--- src/rtl/tbase_pkg.sv ---
package tbase_pkg;
  localparam int BUS_W  = 32;
  localparam int ADDR_W = 8;

  // register offsets (software-visible map)
  localparam logic [ADDR_W-1:0] OFS_CTRL    = 8'h68;
  localparam logic [ADDR_W-1:0] OFS_LIVE_LO = 8'h6C;
  localparam logic [ADDR_W-1:0] OFS_PRE_LO  = 8'h74;
  localparam logic [ADDR_W-1:0] OFS_CAP_LO  = 8'h7C;

  localparam int CTRL_ARM_BIT  = 0;
  localparam int CTRL_LOAD_BIT = 1;
  localparam int CTRL_DIV_LSB  = 16;

  typedef enum logic [1:0] {CMD_NONE, CMD_SNAP, CMD_LOAD} cmd_e;

  // decode of a control write into a command
  function automatic cmd_e ctrl_cmd(input logic [BUS_W-1:0] w);
    if (w[CTRL_ARM_BIT] && w[CTRL_LOAD_BIT]) return CMD_LOAD;
    if (w[CTRL_ARM_BIT])                     return CMD_SNAP;
    return CMD_NONE;
  endfunction

  // byte offset of word idx within a multi-word register
  function automatic logic [ADDR_W-1:0] word_addr(input logic [ADDR_W-1:0] base,
                                                  input int idx);
    return base + ADDR_W'(4 * idx);
  endfunction
endpackage

--- src/rtl/tbase_prescaler.sv ---
module tbase_prescaler #(
  parameter int DIV_W = 16
) (
  input  logic             clk,
  input  logic             rst_n,
  input  logic [DIV_W-1:0] div,
  input  logic             restart,
  output logic             tick,
  output logic [DIV_W-1:0] phase
);
  // greater-or-equal keeps the period bounded when the divider shrinks
  assign tick = (phase >= div);

  always_ff @(posedge clk) begin
    if (!rst_n)       phase <= '0;
    else if (restart) phase <= '0;
    else if (tick)    phase <= '0;
    else              phase <= phase + 1'b1;
  end
endmodule

--- src/rtl/tbase_counter.sv ---
module tbase_counter #(
  parameter int CNT_W = 64
) (
  input  logic             clk,
  input  logic             rst_n,
  input  logic             tick,
  input  logic             load_en,
  input  logic [CNT_W-1:0] load_val,
  input  logic             snap_en,
  output logic [CNT_W-1:0] count,
  output logic [CNT_W-1:0] captured
);
  always_ff @(posedge clk) begin
    if (!rst_n)       count <= '0;
    else if (load_en) count <= load_val;
    else if (tick)    count <= count + 1'b1;
  end

  always_ff @(posedge clk) begin
    if (!rst_n)       captured <= '0;
    else if (snap_en) captured <= count;
  end
endmodule

--- src/rtl/tbase_regs.sv ---
module tbase_regs
  import tbase_pkg::*;
#(
  parameter int CNT_W = 64,
  parameter int DIV_W = 16
) (
  input  logic              clk,
  input  logic              rst_n,
  input  logic              reg_wr,
  input  logic [ADDR_W-1:0] reg_addr,
  input  logic [BUS_W-1:0]  reg_wdata,
  output logic [BUS_W-1:0]  reg_rdata,
  input  logic [CNT_W-1:0]  count,
  input  logic [CNT_W-1:0]  captured,
  output logic [DIV_W-1:0]  div,
  output logic [CNT_W-1:0]  preload,
  output logic              snap_evt,
  output logic              load_evt
);
  localparam int NWORDS = CNT_W / BUS_W;

  logic ctrl_hit;
  logic arm_q;
  cmd_e cmd;

  assign ctrl_hit = reg_wr && (reg_addr == OFS_CTRL);
  assign cmd      = ctrl_cmd(reg_wdata);
  assign snap_evt = ctrl_hit && (cmd == CMD_SNAP);
  assign load_evt = ctrl_hit && (cmd == CMD_LOAD);

  always_ff @(posedge clk) begin
    if (!rst_n) begin
      div   <= '0;
      arm_q <= 1'b0;
    end else if (ctrl_hit) begin
      div   <= reg_wdata[CTRL_DIV_LSB +: DIV_W];
      arm_q <= reg_wdata[CTRL_ARM_BIT];
    end
  end

  // one storage word per bus word of the preload value
  for (genvar gi = 0; gi < NWORDS; gi++) begin : g_pre
    always_ff @(posedge clk) begin
      if (!rst_n)
        preload[gi*BUS_W +: BUS_W] <= '0;
      else if (reg_wr && reg_addr == word_addr(OFS_PRE_LO, gi))
        preload[gi*BUS_W +: BUS_W] <= reg_wdata;
    end
  end

  logic [BUS_W-1:0] ctrl_rd;
  always_comb begin
    ctrl_rd = '0;
    ctrl_rd[CTRL_DIV_LSB +: DIV_W] = div;
    ctrl_rd[CTRL_ARM_BIT]          = arm_q;
  end

  always_comb begin
    reg_rdata = '0;
    if (reg_addr == OFS_CTRL) reg_rdata = ctrl_rd;
    for (int i = 0; i < NWORDS; i++) begin
      if (reg_addr == word_addr(OFS_LIVE_LO, i)) reg_rdata = count[i*BUS_W +: BUS_W];
      if (reg_addr == word_addr(OFS_PRE_LO, i))  reg_rdata = preload[i*BUS_W +: BUS_W];
      if (reg_addr == word_addr(OFS_CAP_LO, i))  reg_rdata = captured[i*BUS_W +: BUS_W];
    end
  end
endmodule

--- src/rtl/tbase64.sv ---
module tbase64
  import tbase_pkg::*;
#(
  parameter int CNT_W = 64,
  parameter int DIV_W = 16
) (
  input  logic        clk,
  input  logic        rst_n,
  input  logic        reg_wr,
  input  logic [7:0]  reg_addr,
  input  logic [31:0] reg_wdata,
  output logic [31:0] reg_rdata
);
  // named internal events, observed by the bound checker
  logic             tick_w;
  logic             snap_w;
  logic             load_w;
  logic [DIV_W-1:0] div_w;
  logic [DIV_W-1:0] phase_w;
  logic [CNT_W-1:0] count_w;
  logic [CNT_W-1:0] cap_w;
  logic [CNT_W-1:0] pre_w;

  tbase_regs #(.CNT_W(CNT_W), .DIV_W(DIV_W)) regs_i (
    .clk(clk), .rst_n(rst_n), .reg_wr(reg_wr), .reg_addr(reg_addr),
    .reg_wdata(reg_wdata), .reg_rdata(reg_rdata), .count(count_w),
    .captured(cap_w), .div(div_w), .preload(pre_w),
    .snap_evt(snap_w), .load_evt(load_w)
  );

  tbase_prescaler #(.DIV_W(DIV_W)) pre_i (
    .clk(clk), .rst_n(rst_n), .div(div_w), .restart(load_w),
    .tick(tick_w), .phase(phase_w)
  );

  tbase_counter #(.CNT_W(CNT_W)) cnt_i (
    .clk(clk), .rst_n(rst_n), .tick(tick_w), .load_en(load_w),
    .load_val(pre_w), .snap_en(snap_w), .count(count_w), .captured(cap_w)
  );
endmodule

--- config.mk ---
export PLATFORM = sky130hd
export DESIGN_NAME = tbase64
export DESIGN_NICKNAME = d
export VERILOG_FILES = /design/src/rtl/tbase_pkg.sv /design/src/rtl/tbase_prescaler.sv /design/src/rtl/tbase_counter.sv /design/src/rtl/tbase_regs.sv /design/src/rtl/tbase64.sv
export SDC_FILE = /design/constraint.sdc
export NUM_CORES = 1
export LEC_CHECK = 0
export BUFFER_PORTS_ARGS = -buffer_cell sky130_fd_sc_hd__buf_4
export CORE_MARGIN = 2
export CORE_UTILIZATION = 50
export CTS_BUF_LIST = sky130_fd_sc_hd__clkbuf_2 sky130_fd_sc_hd__clkbuf_4 sky130_fd_sc_hd__clkbuf_8
export DETAILED_ROUTE_END_ITERATION = 6
export PLACE_DENSITY = 0.7
export SYNTH_ARGS = -nofsm -noshare
export SYNTH_HDL_FRONTEND = slang
export SYNTH_SLANG_ARGS = --single-unit
--- constraint.sdc ---
create_clock -name clk -period 2.55 [get_ports clk]
set_input_delay 0.51 -clock clk [delete_from_list [all_inputs] [get_ports clk]]
set_output_delay 0.51 -clock clk [all_outputs]
set_load 0.1 [all_outputs]
==> Word-level counts from Yosys, hierarchy flattened <==
Cells that the tools add are included.
{ "totals": {"register_bits": 225, "latchBits": 0, "ramBits": 0, "mem_bits_ro": 0, "input_bits": 43, "wordCells": 44, "n_memories": 0} }
{ "classes": {"n_addsub": 2, "n_mul": 0, "div_mod_pow": 0, "order_cmp": 1, "eq_ne": 9, "shifts": 0, "mux": 16, "n_bitwise": 1, "reduce_logical": 8} }
{ "op_table": {"columns": ["op", "n"], "rows": [
  ["32-bit two-way mux", 7],
  ["64-bit two-way mux", 2],
  ["64-bit by 1-bit adder with 64-bit output, second input constant", 1],
  ["8-bit by 7-bit equality test with 1-bit output, second input constant", 6],
  ["16-bit by 1-bit adder with 16-bit output, second input constant", 1],
  ["16-bit >= comparator", 1],
  ["8-bit equality test, second input constant", 1],
  ["2-bit two-way mux", 4],
  ["1-bit logical AND", 6],
  ["1-bit two-way mux", 3],
  ["3-bit OR reduction", 1],
  ["2-bit by 1-bit equality test with 1-bit output, second input constant", 1],
  ["2-bit equality test, second input constant", 1],
  ["2-bit nonzero test", 1],
  ["1-bit inverter", 1]
]} }

==> Logic depth before layout (Yosys ltp) <==
{ "depth": {"ltp_word": 8, "depth_mapped": 11} }

==> Hierarchy <==
Synthesis repeated with hierarchy kept, for this count alone.
{ "unflattened": {"cells_unflattened": 1549, "area_unflattened_um2": 12522.0} }
{ "by_module_without_submodules": {"columns": ["module", "instances", "cells_per_inst", "area_per_inst_um2"], "rows": [
  ["tbase_counter", 1, 698, 6084.6],
  ["tbase_regs", 1, 721, 5207.5],
  ["tbase_prescaler", 1, 130, 1229.9]
]} }

==> Worst setup path after synthesis <==
OpenSTA, ideal clock, no wires.
{ "synth_timing": {"path_kind": "input to output", "start": "in reg_addr[7]", "end": "out reg_rdata[2]", "arrival_time_ns": 4.087, "setup_slack_ns": -2.047, "path_stages": 7, "n_path_buf": 2, "cell_sequence": "and3b_1 > clkbuf_1 > nand3_1 > nor3b_1 > clkbuf_1 > a21oi_1 > o21ai_0"} }
{ "synth_via": {"elab_chain_cells": 7, "word_cells_on_any_way": 12} }
{ "synth_lines": {"columns": ["item", "line", "text"], "rows": [
  ["start: declaration", "tbase64.sv:10", "input logic [7:0] reg_addr,"],
  ["8-bit by 7-bit equality test with 1-bit output", "tbase_regs.sv:62", "if (reg_addr == word_addr(OFS_LIVE_LO, i)) reg_rdata = count[i*BUS_W +: BUS_W];"],
  ["32-bit two-way mux", "tbase_regs.sv:62", null],
  ["32-bit two-way mux", "tbase_regs.sv:63", "if (reg_addr == word_addr(OFS_PRE_LO, i)) reg_rdata = preload[i*BUS_W +: BUS_W];"],
  ["32-bit two-way mux", "tbase_regs.sv:64", "if (reg_addr == word_addr(OFS_CAP_LO, i)) reg_rdata = captured[i*BUS_W +: BUS_W];"],
  ["32-bit two-way mux", "tbase_regs.sv:62", null],
  ["32-bit two-way mux", "tbase_regs.sv:63", null],
  ["32-bit two-way mux *", "tbase_regs.sv:64", null],
  ["end: declaration", "tbase64.sv:12", "output logic [31:0] reg_rdata"]
]} }
Mark *: on every way between the ends. The rest lies on a longest branch, timed or not.

==> Worst setup path after layout <==
{ "layout_timing": {"start": "in reg_addr[1]", "end": "out reg_rdata[22]"} }
{ "layout_via": {"elab_chain_cells": 8, "word_cells_on_any_way": 14} }
{ "layout_lines": {"columns": ["item", "line", "text"], "rows": [
  ["8-bit by 7-bit equality test with 1-bit output", "tbase_regs.sv:60", "if (reg_addr == OFS_CTRL) reg_rdata = ctrl_rd;"],
  ["32-bit two-way mux", "tbase_regs.sv:60", null],
  ["32-bit two-way mux", "tbase_regs.sv:62", null],
  ["32-bit two-way mux", "tbase_regs.sv:63", null],
  ["32-bit two-way mux", "tbase_regs.sv:64", null],
  ["32-bit two-way mux", "tbase_regs.sv:62", null],
  ["32-bit two-way mux", "tbase_regs.sv:63", null],
  ["32-bit two-way mux *", "tbase_regs.sv:64", null]
]} }
Marks and branches as above.

==> results.py <==
metrics = {
    "clocking": {
        "tritoncts": "built",
        "cts_buffer_depth": 3,
        "cts.sinks": 225,
        "h-tree-depth": 2,
        "path_clk_slew_ps": 60,
        "ctsHoldBuffers": 0,
        "clock_latency_ps": 570,
        "cts-root-buf": "clkbuf_8",
        "cts_buffers": 40,
    },
    "sta": {
        "relSlewSlack_pct": 53.3,
        "period_share_pct": 110,
        "rsz0062_at_grt": "yes",
        "finalHoldViolCount": 0,
        "max_freq_mhz": 357,
        "period_minus_slack_ps": 2800,
        "fin_skew_ps": 44.7,
        "tightest_slew_ps": 698,
        "setup_viol": 30,
        "setup_slack_ps": -250,
        "slew_violations": 0,
    },
    "synthesis": {
        "ys_async_sr_fraction_pct": 0,
        "synth_area_mm2": 0.0117,
        "synthesis.instances": 1495,
        "synth_edf_count": 0,
        "ys_types": 61,
        "synth-main-ff-cell": "dfxtp_1",
        "ys_warn_count": 0,
        "yosysMostFrequentCell": "nand2_1",
        "postSynthAreaPerCell_um2": 7.81,
        "ys_ff_latch": 225,
        "synth_top_area_share_pct": 38.6,
        "ys_top_cells_by_count": "nand2_1, dfxtp_1, a21oi_1",
        "syn_nets": 1556,
        "synthTopCellsByArea": "dfxtp_1, nand2_1, a21oi_1",
        "synth_area_leader_cell": "dfxtp_1",
        "ys_seq_area_share_pct": 38.6,
    },
    "placement": {
        "portBuffers": 74,
        "gp_congestion": 0.928,
        "hpwl_mm": 26.0,
        "place_area_mm2": 0.0139,
        "dp_slack_ps": -253,
    },
    "grt": {
        "grt_usage_pct": 30.5,
        "antenna_found_initial": 0,
        "grt.overflow.total": 0,
        "grt_pass1_wl_mm": 59.8,
        "grt_pass1_vias": 11300,
        "grt_max_degree": 72,
    },
    "run_status": {
        "outcome": "finished, violations left",
        "violations": "design-rule violations, negative setup slack",
    },
    "detailed_routing": {
        "avgRoutedWirePerCell_um": 19.6,
        "vias_per_cell": 6.03,
        "drt_first_pass_iters": 7,
        "ant_nets": 0,
        "drc": 13,
        "vias": 12100,
        "drt_iter0_markers": 997,
        "wl_mm": 39.2,
    },
    "setup_path": {
        "worst-path-stages": 11,
        "crit_type": "primary input to output pin",
        "cpMaxStageDelayCell": "or3b_4",
        "rr_worst_depth": 10,
        "arrival_ps": 2290,
        "cp_slowest_stage_delay_ps": 420,
        "path_buf_inv": 4,
        "end_kind": "output pin",
        "required_ps": 2040,
        "worstSetupStartpointType": "primary input",
        "worstPathCellList": "buf_8 -> or3b_4 -> nor2_4 -> buf_12 -> buf_8 -> a21oi_1 -> nand2_1 -> a22oi_1 -> nor3_1 -> a221o_2 -> buf_12",
        "critPathTopFamily": "simple AND/OR/NAND/NOR gates",
        "path_max_fanout": 13,
    },
    "final_layout": {
        "area_delta_synth_final_pct": 36.6,
        "insertedDiodeCount": 0,
        "fin_area_mm2": 0.0160,
        "nets": 1724,
        "layout-drive-gt1-share_pct": 27.7,
    },
    "floorplanning": {
        "io_pins": 75,
        "die_h_um": 157,
        "initial_utilization_pct": 51.3,
        "core-area_mm2": 0.0228,
        "die_area_mm2": 0.0246,
        "rows": 55,
        "dieWidth_um": 157,
    },
    "worst_hold_path": {
        "hold_class": "primary input to flip-flop",
        "hold_depth": 3,
    },
    "pwr": {
        "p_int_uw": 5800,
        "sw_frac_of_total_pct": 23.6,
        "clkPwrFrac_pct": 48.0,
        "vdd_drop_max_v": 0.000419,
        "combinationalPowerShare_pct": 5.6,
        "power.density_mw_per_mm2": 476,
        "static-leakage-power_uw": 0.00579,
        "p_switching_uw": 1800,
        "p_seq_share_pct": 46.5,
    },
    "flow_run": {
        "drv_cap": 0,
    },
}
## area by class of cell
cell class                 instances  area (µm²)
timing repair buffer             240        2660
clock buffer                      66         840
tap                              313         392
sequential                       225        4510
multi-input combinational       1137        7440
inverter                          19        71.3
fill                            1780        6820
clock inverter                     5        36.3
## flip-flops by register name, summed over array words and instances, names as in the netlist
register        count
regs_i.arm_q        1
regs_i.div         16
regs_i.preload     64
cnt_i.count        64
pre_i.phase        16
cnt_i.captured     64
## through the flow
step	power (µW)	TNS (ps)	std cells	util, %	hold slack, ps
2_1_floorplan	3790	-4800	1495	-	426
4_1_cts	7580	-1970	1989	66.8	214
3_3_place_gp	3970	-10480	1918	60.9	436
5_1_grt	7780	-4510	2005	70.0	218
6_report	7600	-3020	2005	70.0	215
3_5_place_dp	3980	-14090	1918	60.9	443
## cell usage in the layout, fill, tap and decap left out, types with 32 or more instances in the layout
cell,instances
a22oi_1,34
nor2_1,43
clkbuf_8,55
nand3_1,32
o21ai_0,71
buf_12,58
a21oi_1,87
a21boi_1,62
a21boi_0,73
buf_4,163
xor2_1,43
dfxtp_1,220
nand2_1,326
## power groups by stage
stage	Sequential (µW)	Clock (µW)	Combinational, µW
CTS	3530	3670	379
global placement	3610	0	365
global route	3530	3810	442
detailed placement	3610	0	369
floorplan	3610	0	181
finish	3530	3640	422
## path summary, 6_finish.rpt
path | startpoint | to | slack, ps
setup / recovery | reg_addr[1] | reg_rdata[22] | -250
hold / removal | reg_wdata[18] | regs_i.preload[50] | 220
setup reg to reg | pre_i.phase[11] | cnt_i.count[30] | 20
hold reg to reg | cnt_i.captured[9] | cnt_i.captured[9] | 450
## cell families after synthesis
kind of cell | Yosys count | share of synthesized area [%]
DFF | 225 | 38.6
buffers and inverters | 133 | 5.22
adders and majority gates | 18 | 1.93
xor gates and xnor gates | 51 | 3.82
muxes | 20 | 1.71
and+or+nand+nor | 565 | 21.9
AOI/OAI and AO/OA | 483 | 26.9
## per-layer routing
| metal | part of all wire (%) | global-route usage (%) |
|---|---|---|
| met1 | 42 | 41.2 |
| met2 | 47 | 49.0 |
| met3 | 7.8 | 4.85 |
| met4 | 3.2 | 11.8 |
| met5 | 0 | 0 |
## worst min-delay path: cells and delay by family
family | cells | cell delay [ps]
AOI/OAI and AO/OA | 1 | 60
buffers and inverters | 1 | 120
and+or+nand+nor | 1 | 40
## what timing repair did
| action | CTS | global route |
|---|---|---|
| buffers inserted | 0 | 13 |
| endpoints found under the hold margin | 0 | 0 |
| pin swaps | 5 | 48 |
| gates cloned | 0 | 3 |
| resized for setup | 123 | 133 |
| setup endpoints to repair | 45 | 94 |
Power figures use the tool's default switching activity.
